$ cat src/rtl/wavetab_pkg.sv
package wavetab_pkg;

    typedef enum logic [1:0] {
        PH_TX_LO = 2'd0,
        PH_TX_HI = 2'd1,
        PH_RX_LO = 2'd2,
        PH_RX_HI = 2'd3
    } phase_e;

    localparam int NUM_LANES = 2;

    // which phase a returning nibble belongs to, and whether to take it
    typedef struct packed {
        logic   en;
        phase_e ph;
    } reply_t;

    function automatic phase_e phase_next(input phase_e p);
        return phase_e'(p + 2'd1);
    endfunction

    function automatic phase_e reply_phase(input phase_e p, input logic lat);
        return phase_e'(p - {1'b0, lat});
    endfunction

endpackage

$ cat src/rtl/wavetab_seq.sv
module wavetab_seq
    import wavetab_pkg::*;
#(
    parameter int RND_PER_BIT = 16,
    parameter int RW          = 4
) (
    input  logic          clk,
    input  logic          rst,
    output phase_e        ph,
    output logic [RW-1:0] rnd,
    output logic          bit_end,
    output logic          primed
);

    localparam logic [RW-1:0] RND_LAST = RW'(RND_PER_BIT - 1);

    always_ff @(posedge clk) begin
        if (rst) begin
            ph     <= PH_TX_LO;
            rnd    <= '0;
            primed <= 1'b0;
        end else begin
            ph     <= phase_next(ph);
            primed <= 1'b1;
            if (ph == PH_RX_HI) begin
                rnd <= (rnd == RND_LAST) ? '0 : rnd + 1'b1;
            end
        end
    end

    always_comb begin
        bit_end = (ph == PH_RX_HI) && (rnd == RND_LAST);
    end

    // strict rotation while running
    assert_phase_step_R1: assert property (@(posedge clk) disable iff (rst)
        !rst |=> ph == phase_next($past(ph)));

endmodule

$ cat src/rtl/wavetab_hist.sv
module wavetab_hist #(
    parameter int HIST_W = 10,
    parameter int IDX_W  = 2
) (
    input  logic                    clk,
    input  logic                    rst,
    input  logic                    bit_end,
    input  logic                    tx_data,
    input  logic [IDX_W-1:0]        idx,
    output logic [HIST_W+IDX_W-1:0] tx_addr
);

    logic [HIST_W-1:0] hist;

    always_ff @(posedge clk) begin
        if (rst) begin
            hist <= '0;
        end else if (bit_end) begin
            hist <= {hist[HIST_W-2:0], tx_data};
        end
    end

    always_comb begin
        tx_addr = {hist, idx};
    end

    // the bit taken at the end of a bit period becomes the newest history bit
    assert_hist_shift_R4: assert property (@(posedge clk) disable iff (rst)
        bit_end |=> tx_addr[IDX_W] == $past(tx_data));

endmodule

$ cat src/rtl/wavetab_lane.sv
module wavetab_lane
    import wavetab_pkg::*;
#(
    parameter int     NIB_W = 4,
    parameter phase_e LO_PH = PH_TX_LO,
    parameter phase_e HI_PH = PH_TX_HI
) (
    input  logic               clk,
    input  logic               rst,
    input  reply_t             rep,
    input  logic [NIB_W-1:0]   nib,
    output logic [2*NIB_W-1:0] dac
);

    localparam int DAC_W = 2 * NIB_W;
    localparam logic [DAC_W-1:0] MID = {1'b1, {(DAC_W-1){1'b0}}};

    logic [NIB_W-1:0] lo_stage;
    logic             lo_take;
    logic             hi_take;

    always_comb begin
        lo_take = rep.en && (rep.ph == LO_PH);
        hi_take = rep.en && (rep.ph == HI_PH);
    end

    always_ff @(posedge clk) begin
        if (rst) begin
            lo_stage <= '0;
            dac      <= MID;
        end else begin
            if (lo_take) begin
                lo_stage <= nib;
            end
            if (hi_take) begin
                dac <= {nib, lo_stage};
            end
        end
    end

    // output word only moves at the high-nibble take
    assert_dac_atomic_R7: assert property (@(posedge clk) disable iff (rst)
        (dac != $past(dac)) |-> $past(hi_take));

    // upper half of a fresh word is the nibble taken with it
    assert_dac_upper_R6: assert property (@(posedge clk) disable iff (rst)
        hi_take |=> dac[DAC_W-1:NIB_W] == $past(nib));

endmodule

$ cat src/rtl/wavetab_mux.sv
module wavetab_mux
    import wavetab_pkg::*;
#(
    parameter int SLICE_W = 6,
    parameter int NIB_W   = 4,
    parameter int TX_SPB  = 4,
    parameter int RX_SPB  = 16
) (
    input  logic                 clk,
    input  logic                 rst,
    input  logic                 lat_one,
    input  logic                 tx_data,
    output logic                 bit_tick,
    input  logic [2*SLICE_W-1:0] rx_addr,
    output logic [SLICE_W-1:0]   tbl_addr,
    output logic [1:0]           tbl_phase,
    input  logic [NIB_W-1:0]     tbl_data,
    output logic [2*NIB_W-1:0]   tx_dac,
    output logic [2*NIB_W-1:0]   rx_dac
);

    localparam int ADDR_W = 2 * SLICE_W;
    localparam int DAC_W  = 2 * NIB_W;
    localparam int IDX_W  = $clog2(TX_SPB);
    localparam int HIST_W = ADDR_W - IDX_W;
    localparam int RW     = $clog2(RX_SPB);
    localparam logic [DAC_W-1:0] MID = {1'b1, {(DAC_W-1){1'b0}}};

    phase_e            ph;
    logic [RW-1:0]     rnd;
    logic              bit_end;
    logic              primed;
    logic [ADDR_W-1:0] tx_addr;
    logic [ADDR_W-1:0] rx_q;
    reply_t            rep;
    logic [DAC_W-1:0]  lane_dac [NUM_LANES];

    wavetab_seq #(
        .RND_PER_BIT (RX_SPB),
        .RW          (RW)
    ) u_seq (
        .clk     (clk),
        .rst     (rst),
        .ph      (ph),
        .rnd     (rnd),
        .bit_end (bit_end),
        .primed  (primed)
    );

    wavetab_hist #(
        .HIST_W (HIST_W),
        .IDX_W  (IDX_W)
    ) u_hist (
        .clk     (clk),
        .rst     (rst),
        .bit_end (bit_end),
        .tx_data (tx_data),
        .idx     (rnd[RW-1 -: IDX_W]),
        .tx_addr (tx_addr)
    );

    always_ff @(posedge clk) begin
        if (rst) begin
            rx_q <= '0;
        end else if (ph == PH_TX_HI) begin
            rx_q <= rx_addr;
        end
    end

    always_comb begin
        unique case (ph)
            PH_TX_LO: tbl_addr = tx_addr[SLICE_W-1:0];
            PH_TX_HI: tbl_addr = tx_addr[ADDR_W-1:SLICE_W];
            PH_RX_LO: tbl_addr = rx_q[SLICE_W-1:0];
            default:  tbl_addr = rx_q[ADDR_W-1:SLICE_W];
        endcase
        rep.en    = !lat_one || primed;
        rep.ph    = reply_phase(ph, lat_one);
        tbl_phase = ph;
        bit_tick  = bit_end;
    end

    for (genvar g = 0; g < NUM_LANES; g++) begin : g_lane
        wavetab_lane #(
            .NIB_W (NIB_W),
            .LO_PH (phase_e'(2 * g)),
            .HI_PH (phase_e'(2 * g + 1))
        ) u_lane (
            .clk (clk),
            .rst (rst),
            .rep (rep),
            .nib (tbl_data),
            .dac (lane_dac[g])
        );
    end

    assign tx_dac = lane_dac[0];
    assign rx_dac = lane_dac[1];

    // a bit boundary is always followed by a fresh round at transmit low
    assert_tick_wrap_R4: assert property (@(posedge clk) disable iff (rst)
        bit_tick |=> tbl_phase == 2'd0);

    // with a late reply nothing stale reaches the receive DAC
    assert_no_stale_R9: assert property (@(posedge clk) disable iff (rst)
        ($past(rst) && lat_one) |=> rx_dac == MID);

endmodule

$ cat config.mk
export PLATFORM = sky130hd
export DESIGN_NAME = wavetab_mux
export DESIGN_NICKNAME = d
export VERILOG_FILES = /design/src/rtl/wavetab_pkg.sv /design/src/rtl/wavetab_seq.sv /design/src/rtl/wavetab_hist.sv /design/src/rtl/wavetab_lane.sv /design/src/rtl/wavetab_mux.sv
export SDC_FILE = /design/constraint.sdc
export NUM_CORES = 1
export LEC_CHECK = 0
export BUFFER_PORTS_ARGS = -buffer_cell sky130_fd_sc_hd__buf_2
export CAP_MARGIN = 20
export CORE_UTILIZATION = 55
export DETAILED_ROUTE_END_ITERATION = 8
export PLACE_DENSITY = 0.77
export REMOVE_ABC_BUFFERS = 1
export SYNTH_ARGS = -nofsm -noshare
export SYNTH_HDL_FRONTEND = slang
export SYNTH_SLANG_ARGS = --single-unit
$ cat constraint.sdc
create_clock -name clk -period 4.3 [get_ports clk]
set_clock_uncertainty 0.05 [all_clocks]
set_input_delay 0.43 -clock clk [delete_from_list [all_inputs] [get_ports clk]]
set_output_delay 0.43 -clock clk [all_outputs]
set_load 0.1 [all_outputs]
# Yosys cells after proc, flatten, opt, wreduce, memory -nomap -nowiden
# Index checks and enable logic that the tools add are counted.
# totals
out_inout_bits	25
elab_cells	31
register_bits	53
inputBits	20
# op_classes
n_eq_ne	7
reduce_logical	9
n_addsub	3
n_mux	3
# op_table
op	n
one-hot mux 6 bit (3 select lines)	1
== test 2 bit, second input constant	4
logical AND 1 bit	5
adder 4 x 1 -> 4 bit, second input constant	1
== test 2 x 1 -> 1 bit, second input constant	2
== test 4 bit, second input constant	1
zero test 2 bit	2
two-way mux 4 bit	1
adder 2 x 1 -> 2 bit, second input constant	1
subtractor 2 x 1 -> 2 bit	1
zero test 1 bit	1
logical OR 1 bit	1
two-way mux 1 bit	1

# Longest topological paths before layout
# Gate-level depths: netlist (run 1).
# logic_depth
depth_word	3
mapped_depth	6
depth_no_buf	5

# Cells and area by module
# From an unflattened synthesis (run 1), not the netlist that was laid out.
# hier_totals
cells_unflattened	221
area_unflattened_um2	2277.2
# modules_own_cells
module	area_each_um2	n_inst	cells_each	seq_area_each_um2
wavetab_mux	624.3	1	66	240.2
wavetab_lane (g_lane[1].u_lane)	509.2	1	47	240.2
wavetab_lane (g_lane[0].u_lane)	508.0	1	46	240.2
wavetab_hist	367.9	1	34	200.2
wavetab_seq	267.8	1	28	140.1

# Worst setup path after synthesis (run 1)
# No wires, ideal clock.
# synth_path
path_type	register to output
start	reg u_seq.ph[1]
end	out tbl_addr[0]
stages_incl_launch_ff	4
slack_ps	521
arrival_ps	3299
n_path_buf	1
required_time_ps	3820
path_cell_list	dfxtp_1 > ha_1 > clkbuf_1 > mux2i_1
# synth_between
elab_chain_cells	2
elab_cells_between_ends	4
classes_between	2 x eq/ne; 1 x mux; 1 x reduce/logical
# synth_rtl
item	line_no	text
start: declaration	wavetab_seq.sv:9	output phase_e ph,
start signal: assignment	wavetab_seq.sv:23	ph <= phase_next(ph);
== test 2 bit, or another cell as far along	wavetab_mux.sv:71	unique case (ph)
one-hot mux 6 bit (3 select lines) *	wavetab_mux.sv:71	
end: declaration	wavetab_mux.sv:15	output logic [SLICE_W-1:0] tbl_addr,
# Every way passes the cells marked *; elsewhere a longest branch is shown, timed or not.

# Worst setup path after layout (run 1)
# layout_path
start	reg u_seq.ph[1]
end	out tbl_addr[3]
# Same word-level chain as after synthesis.

==> results of run 1 <==
-- routing by layer --
metal  track usage  vias to the layer above  wire length, um
li1              -                      868                -
met1         0.310                      787             2360
met2         0.329                       29             1900
met3        0.0486                        2              138
met4        0.0652                        0               25
met5             0                        -                0
-- sequential cells by signal, summed over array words and instances, names as in the netlist --
register and count:
rx_q 12, u_seq.primed 1, g_lane.u_lane.dac 16, u_seq.rnd 4, u_seq.ph 2, g_lane.u_lane.lo_stage 8
u_hist.hist 10
-- synth_stat cells (all sizes together) --
| master | instances |
|---|---|
| nor2 | 18 |
| or3 | 2 |
| clkbuf | 13 |
| a222oi | 6 |
| xnor2 | 2 |
| nand2 | 22 |
| xor2 | 3 |
| nor4 | 14 |
| nand2b | 12 |
| buf | 4 |
| nor3 | 2 |
| mux2i | 29 |
| inv | 10 |
| ha | 7 |
| nand3 | 1 |
| dfxtp | 53 |
| a21oi | 10 |
| and3 | 1 |
| a31o | 14 |
| nor2b | 2 |
| nand4 | 2 |
-- critical path: stages (launching register included) --
cell      delay [ns]
dfxtp_1         0.41
inv_1           0.11
ha_1            0.75
a222oi_1        0.27
mux2i_1         0.18
buf_2           0.44
-- power by group through the flow --
stage / clock [mW] / combinational (mW) / sequential [mW]
floorplan: 0 / 0.0918 / 0.605
global placement: 0 / 0.203 / 0.538
detailed placement: 0 / 0.205 / 0.539
CTS: 0.347 / 0.205 / 0.528
global route: 0.365 / 0.217 / 0.531
finish: 0.343 / 0.206 / 0.527
-- placed cells by master, fill, tap and decap left out, drive strengths merged --
cell / Yosys / final
a21oi: 10 / 10
a222oi: 6 / 6
a31o: 14 / 14
and3: 1 / 1
buf: 4 / 45
bufinv: 0 / 1
clkbuf: 13 / 7
dfxtp: 53 / 53
ha: 7 / 7
inv: 10 / 10
mux2i: 29 / 29
nand2: 22 / 22
nand2b: 12 / 12
nand3: 1 / 1
nand4: 2 / 2
nor2: 18 / 18
nor2b: 2 / 2
nor3: 2 / 2
nor4: 14 / 14
or3: 2 / 2
xnor2: 2 / 2
xor2: 3 / 3
-- cells by family (layout without fill, tap and decap cells) --
kind of cell | Yosys count | in the layout | share of synthesized area
flops | 53 | 53 | 0.482
compound gates | 30 | 30 | 0.106
mux | 29 | 29 | 0.132
xor+xnor | 5 | 5 | 0.0233
simple gates | 76 | 76 | 0.169
fa+ha+maj | 7 | 7 | 0.0398
buf+inv | 27 | 63 | 0.0478
-- how the worst max path moves through the flow --
| stage | start | to | cells after the start |
|---|---|---|---|
| finish | u_seq.ph[1] | tbl_addr[3] | 5 |
| floorplan | u_seq.ph[0] | tbl_addr[0] | 3 |
| global placement | u_seq.ph[1] | bit_tick | 4 |
| global route | u_seq.ph[1] | tbl_addr[3] | 5 |
| CTS | u_seq.ph[1] | tbl_addr[3] | 5 |
| detailed placement | u_seq.ph[1] | tbl_addr[3] | 5 |
-- metrics by stage --
| step | utilization | cell area (sq um) | cells |
|---|---|---|---|
| after global placement | 0.646 | 2420 | 303 |
| after global routing | 0.677 | 2540 | 311 |
| after floorplan | - | 2130 | 210 |
| after detailed placement | 0.646 | 2420 | 303 |
| after CTS | 0.677 | 2540 | 311 |
| final | 0.677 | 2540 | 311 |
-- area by class of cell --
cell class	count	share of cell area
clock buffers	7	0.0340
clock inverters	1	0.0118
inverters	10	0.0148
multi-input cells	147	0.407
flip-flops and latches	53	0.418
well taps	48	0.0237
repair buffers	45	0.0898
==> flow_results.org, run 1 <==
** Status
- The flow ran to the end, and the final reports show no timing, DRC or antenna violations.

** Logic synthesis
- In the post-synthesis netlist, the biggest area contributors are dfxtp_1, mux2i_1, a31o_2, ha_1, nor4_1.
- Synthesis inferred 53 register bits.
- The share of synthesized area in the top cell type comes to 0.482.
- Total of warnings raised by yosys :: 0
- A synthesized cell averages 9.69 sq um.
- Post-synthesis sequential area ratio :: 0.482
- Cell taking the most area after synthesis :: dfxtp_1
- The cell count after synthesis came out at 227.
- Summed instance area of the synthesized netlist :: 2200 sq um
- The number of different library cells used by synthesis comes to 23.

** GRT
- The initial antenna violation count came to 0.
- First-pass GRT wire length :: 7.13 mm
- Global-route congestion overflow total :: 0
- Pin count of the biggest net entering global routing :: 44
- Gr usage total :: 0.218
- The number of global-route vias before repair is 1551.

** Power
- Leakage power summed over all cells :: 1.09 nW
- Of the total power, the clock network draws 0.319.
- For this design the ratio of total power to cell area is 424 nW/um^2.
- Of the total power, the share spent switching nets is 0.295.
- After layout, the design draws a total of 1.08 mW.
- In this run the power spent charging and discharging nets is 0.317 mW.
- Int Power :: 0.759 mW
- Share of power burned in combinational logic :: 0.191
- Max IR drop VDD :: 0.000365 V
- Of the total power, registers draw 0.490.

** Floorplanning
- The die is 65.2 um tall.
- Die area :: 4260 sq um
- In this run the standard cell core region covers 3740 sq um.
- Io pins :: 45
- Number of rows created at floorplan :: 22
- Initial Utilization :: 0.588
- X dimension of the die :: 65.2 um

** Timing
- Pin slew with the least headroom to its limit :: 0.903 ns
- Unrepaired setup endpoints after global routing :: no
- Setup violations remaining at the end of the flow were counted as 0.
- Min setup slack post-route :: roughly 1.3 ns
- The tightest hold path in the finished design has a slack of 0.312 ns.
- Number of slew-limit violations in the final report :: 0
- Static timing analysis puts the maximum clock frequency at ~340 MHz.
- Final critical delay including setup and external delays :: 2.95 ns
- Setup total negative slack on the finished layout was measured at 0 ns.
- Measured against its own limit, the worst slew margin works out to 0.398.
- Hold Fails Final Rpt :: 0
- Share of the clock period used by the worst path :: 0.687

** Setup path
- Along the worst path, the maximum fanout reaches 18.
- The worst setup path is captured at an output pin.
- The critical path in this run is classified as reg -> out.
- RR Startpoint :: u_seq.ph[0]
- Crit start category :: register
- Setup slack on the worst reg-to-reg path comes out at between 2 and 2.5 ns.
- For the worst setup path, the data required time is 3.82 ns.
- The endpoint identified for the worst register-to-register timing path is g_lane[0].u_lane.dac[4].
- For the worst setup path, the data arrival time is roughly 2.5 ns.
- For the worst flop-to-flop path, the logic depth is 4.

** Flow run
- Max cap viols :: 0

** Cells and area
- After filler insertion, the fill cell instance count of the layout stands at 327.
- Sequential Area :: 1060 sq um
- The number of antenna diodes in the final layout is 0.
- Summing all multi-input logic gate instances after layout gives approximately 1000 sq um.
- In the final layout, the share of cells above drive strength 1 is 0.255.
- In the final design database the tool counted just under 300 nets.
- Layout Area Growth over Synthesis :: 15.3%

** Route
- In the final routed layout, each cell accounts on average for 14.2 um.
- Vias :: 1686
- Number of search-and-repair iterations in the first detailed-routing pass :: 4
- After detailed routing, the number of remaining DRC violations is 0.
- After detailed routing, the total wire length is 4.42 mm.
- Count of routing violations after the opening detailed-route iteration :: 119
- Vias per cell :: roughly 5.4
- The count of nets left with antenna violations once routing finished came out at 0.

** Clock tree
- The clock tree synthesis step divided the H-tree into 2 levels.
- PostCTS Resize Cnt :: 0
- The root buffer cell chosen for the clock tree is clkbuf_8.
- TritonCTS clock tree :: done
- Count of hold buffers inserted by post-cts repair :: 0
- Clock-pin slew was measured on the worst setup and hold paths at 0.09 ns.
- Clock tree synthesis inserted a total of 5 buffers.
- Maximum buffer depth of the clock tree :: 2
- Total setup buffers inserted after CTS :: 0
- For this design, the sink count on the clock tree is 53.
- Skew-Pair Late Insertion Delay :: 0.30 ns

** Hold path
- In this run the worst hold path is classified as in -> reg.
- Critical hold path startpoint :: tx_data
- For hold timing, the worst endpoint is u_hist.hist[0].
- The worst hold path was traced through 3 stages.

** Placement
- Final estimated routing congestion in global placement :: between 0.7 and 0.8
- Buffers placed on the I/O ports in this run total 44.
- Final HPWL DP :: just over 3 mm
- Post-Place Worst Slack :: 1.65 ns
(Power assumes the default switching activity.)
==> run 2, diff against run 1 <==
CORE_UTILIZATION = 48   (was 55)
PLACE_DENSITY = 0.71   (was 0.77)
clock period = 2.7 ns   (was 4.3 ns; I/O delays follow)
==> flow_results.org, run 2 (synthesized netlist as in run 1, its figures left out) <==
** Timing
- Max frequency :: approximately 400 MHz
- Number of slew-limit violations in the final report :: 0 (unchanged)
- Dividing the final minimum period by the clock period gives 0.921.
- The setup slack of the critical path after layout came to 0.212 ns (-1.13 ns).
- Final total negative setup slack :: 0 ns (unchanged)
- The final-layout worst hold slack is 0.148 ns (-0.163 ns).
- Unrepaired setup endpoints after global routing :: no
- The relative max-transition margin came to 0.589 (+0.190).
- Final critical delay including setup and external delays :: 2.49 ns
- The total setup violations reported at the end of the flow is 0 (unchanged).
- Hold Fails Final Rpt :: 0 (unchanged)
- The pin slew with the least headroom to its limit is 0.615 ns (-0.288 ns).

** Flow run
- Max cap viols :: 0 (unchanged)

** Cells and area
- In the final layout, the registers with the most flip-flops are g_lane.u_lane.dac: 16 flops, rx_q: 12 flops, u_hist.hist: 10 flops.
- Layout Area Growth over Synthesis :: 17.6%
- Flip-flop count of the largest register, all copies and words added :: 16 (unchanged)
- The final net count came to 295 (+2.1%).
- The area of the multi-input gates was 1030 sq um (unchanged).
- The post-route standard cell area excluding fillers came to 2590 sq um (+2.0%).
- The diode insertion count for antenna repair was 0 (unchanged).
- Commonest cells after routing, fill and taps aside :: dfxtp_1, buf_2, mux2i_1, nand2_1, nor2_1
- The register area is 1060 sq um (unchanged).
- The number of fillers in the final layout is 418 (+28%).
- Most frequent standard cell in the layout excluding fill and tap cells :: dfxtp_1
- The layout cell share with drive strength beyond 1 was 0.271 (+0.0166).
- The register with the most flip-flops in the final layout is g_lane.u_lane.dac.

** Setup path
- The critical path data required time came to 2.38 ns (-1.44 ns).
- Critical path buffer and inverter count :: 3 (+1)
- Cell count along the critical path :: 6 (+1)
- The worst stage delay on the critical path came to 0.52 ns (-0.23 ns).
- STA classifies the critical path startpoint as a register.
- Crit-path cells :: inv_1 > ha_1 > buf_4 > a222oi_1 > mux2i_1 > buf_2
- For this design, the slowest cell found on the critical path is dfxtp_1.
- The number of cells traversed by the worst register-to-register path is 4 (unchanged).
- The worst setup path is captured at an output pin.
- Class of the most critical setup path :: reg -> out
- In this design, the largest share of critical-path delay is due to buffers and inverters.
- Crit-path max FO :: 11 (-7)
- Arrival time of the worst setup path :: 2.17 ns (-0.30 ns)

** Clock tree
- The count of instances resized after the clock tree is built came to 0 (unchanged).
- Clock transition time at the flip-flop clock pins of the worst setup and hold paths :: 0.09 ns (about the same)
- Number of buffers created by CTS :: 5 (unchanged)
- Count of hold buffers inserted by post-cts repair :: 0 (unchanged)
- The number of sinks driven by the clock tree is 53 (unchanged).
- The root buffer cell chosen for the clock tree is clkbuf_8.
- TritonCTS clock tree :: done
- Maximum buffer depth of the clock tree :: 2 (unchanged)
- The insertion delay to the later sink of the worst-skew pair is 0.30 ns (about the same).
- Total setup buffers inserted after CTS :: 0 (unchanged)
- The depth of the CTS H-tree is 2 (unchanged).

** GRT
- Gr usage total :: 0.197 (-0.0215)
- The total congestion overflow came to 0 (unchanged).
- Initial antenna violation count :: 0 (unchanged)
- GR Util met2 :: 0.285 (-0.0438)
- Highest-utilization routing layer at the global route stage :: met1
- The largest net degree at the start of global routing was 26 (-41%).
- First-pass GRT wire length :: 7.70 mm (+8.0%)
- Number of global-route vias before repair :: 1575 (+1.5%)
- The met3 track demand over resource came to 0.0451 (-0.00355).
- Met1 track demand over resource :: 0.290 (-0.0201)

** Floorplanning
- The die outline area is 4860 sq um (+14%).
- Io pins :: 45 (unchanged)
- The area of the core was 4380 sq um (+17%).
- The row count came to 24 (+9.1%).
- The starting density of the core was 0.502 (-0.0859).
- The die outline height was 69.7 um (+6.8%).
- The floorplan die width is 69.7 um (+6.8%).

** Route
- The detailed router's first-iteration violation count came to 134 (+13%).
- Remaining DRCs :: 0 (unchanged)
- Routed length per placed instance :: 14.2 um (+0.24%)
- The total wire length was 4.57 mm (+3.5%).
- The count of nets left with antenna violations after detail routing was 0 (unchanged).
- Vias :: 1756 (+4.2%)
- The first-pass iteration count of the detailed router came to 4 (unchanged).
- Vias per cell :: 5.47 (+0.91%)

** Placement
- Buffers added on ports :: 44 (unchanged)
- The placement-stage worst setup slack was 0.537 ns (-1.12 ns).
- Final estimated routing congestion in global placement :: 0.776 (+2.7%)
- Final HPWL DP :: 3.26 mm (+7.2%)
- The post-place instance area is 2470 sq um (+2.1%).

** Power
- The leakage power total is 1.12 nW (+2.7%).
- Max IR drop VDD :: 0.000396 V (+8.5%)
- The total power divided by cell area came to 665 nW/um^2 (+57%).

** Hold path
- Hold-critical path depth :: 3 (unchanged)
- The min-delay analysis places its worst path in the category in -> reg.

** Status
- Run status :: completed
run 2: final cells by class:
cell class	count	share of cell area
clock buffer	7	0.0334
clock inverter	1	0.0116
inverter	10	0.0145
sequential	53	0.410
timing repair buffer	51	0.105
tap	52	0.0252
multi-input combinational	147	0.400
run 2: final timing paths:
path                   from                 endpoint  slack, ns
max             u_seq.ph[1]              tbl_addr[2]       0.21
min              rx_addr[5]                  rx_q[5]       0.15
max reg2reg     u_seq.ph[0]  g_lane[0].u_lane.dac[0]       0.60
min reg2reg  u_hist.hist[6]           u_hist.hist[7]       0.42
run 2: metal layers:
layer  vias to the layer above  share of wire
li1                        877              -
met1                       831           0.51
met2                        43           0.44
met3                         5          0.045
met4                         0         0.0088
met5                         -              0
run 2: report_power, final:
| part | total [mW] | switching (mW) | internal, mW |
|---|---|---|---|
| Sequential | 0.841 | 0.0219 | 0.819 |
| Clock | 0.545 | 0.243 | 0.302 |
| Combinational | 0.332 | 0.242 | 0.0905 |
| Total | 1.72 | 0.507 | 1.21 |
run 2: stage by stage:
step / utilization / total power, mW / instances
after floorplan: - / 1.11 / 210
after global placement: 0.563 / 1.18 / 313
after detailed placement: 0.563 / 1.19 / 313
after CTS: 0.590 / 1.73 / 321
after global routing: 0.590 / 1.80 / 321
final: 0.590 / 1.72 / 321
run 2: worst min-delay path, stage by stage:
cell and delay, ns:
buf_2 0.07, mux2i_1 0.05, nor2_1 0.07
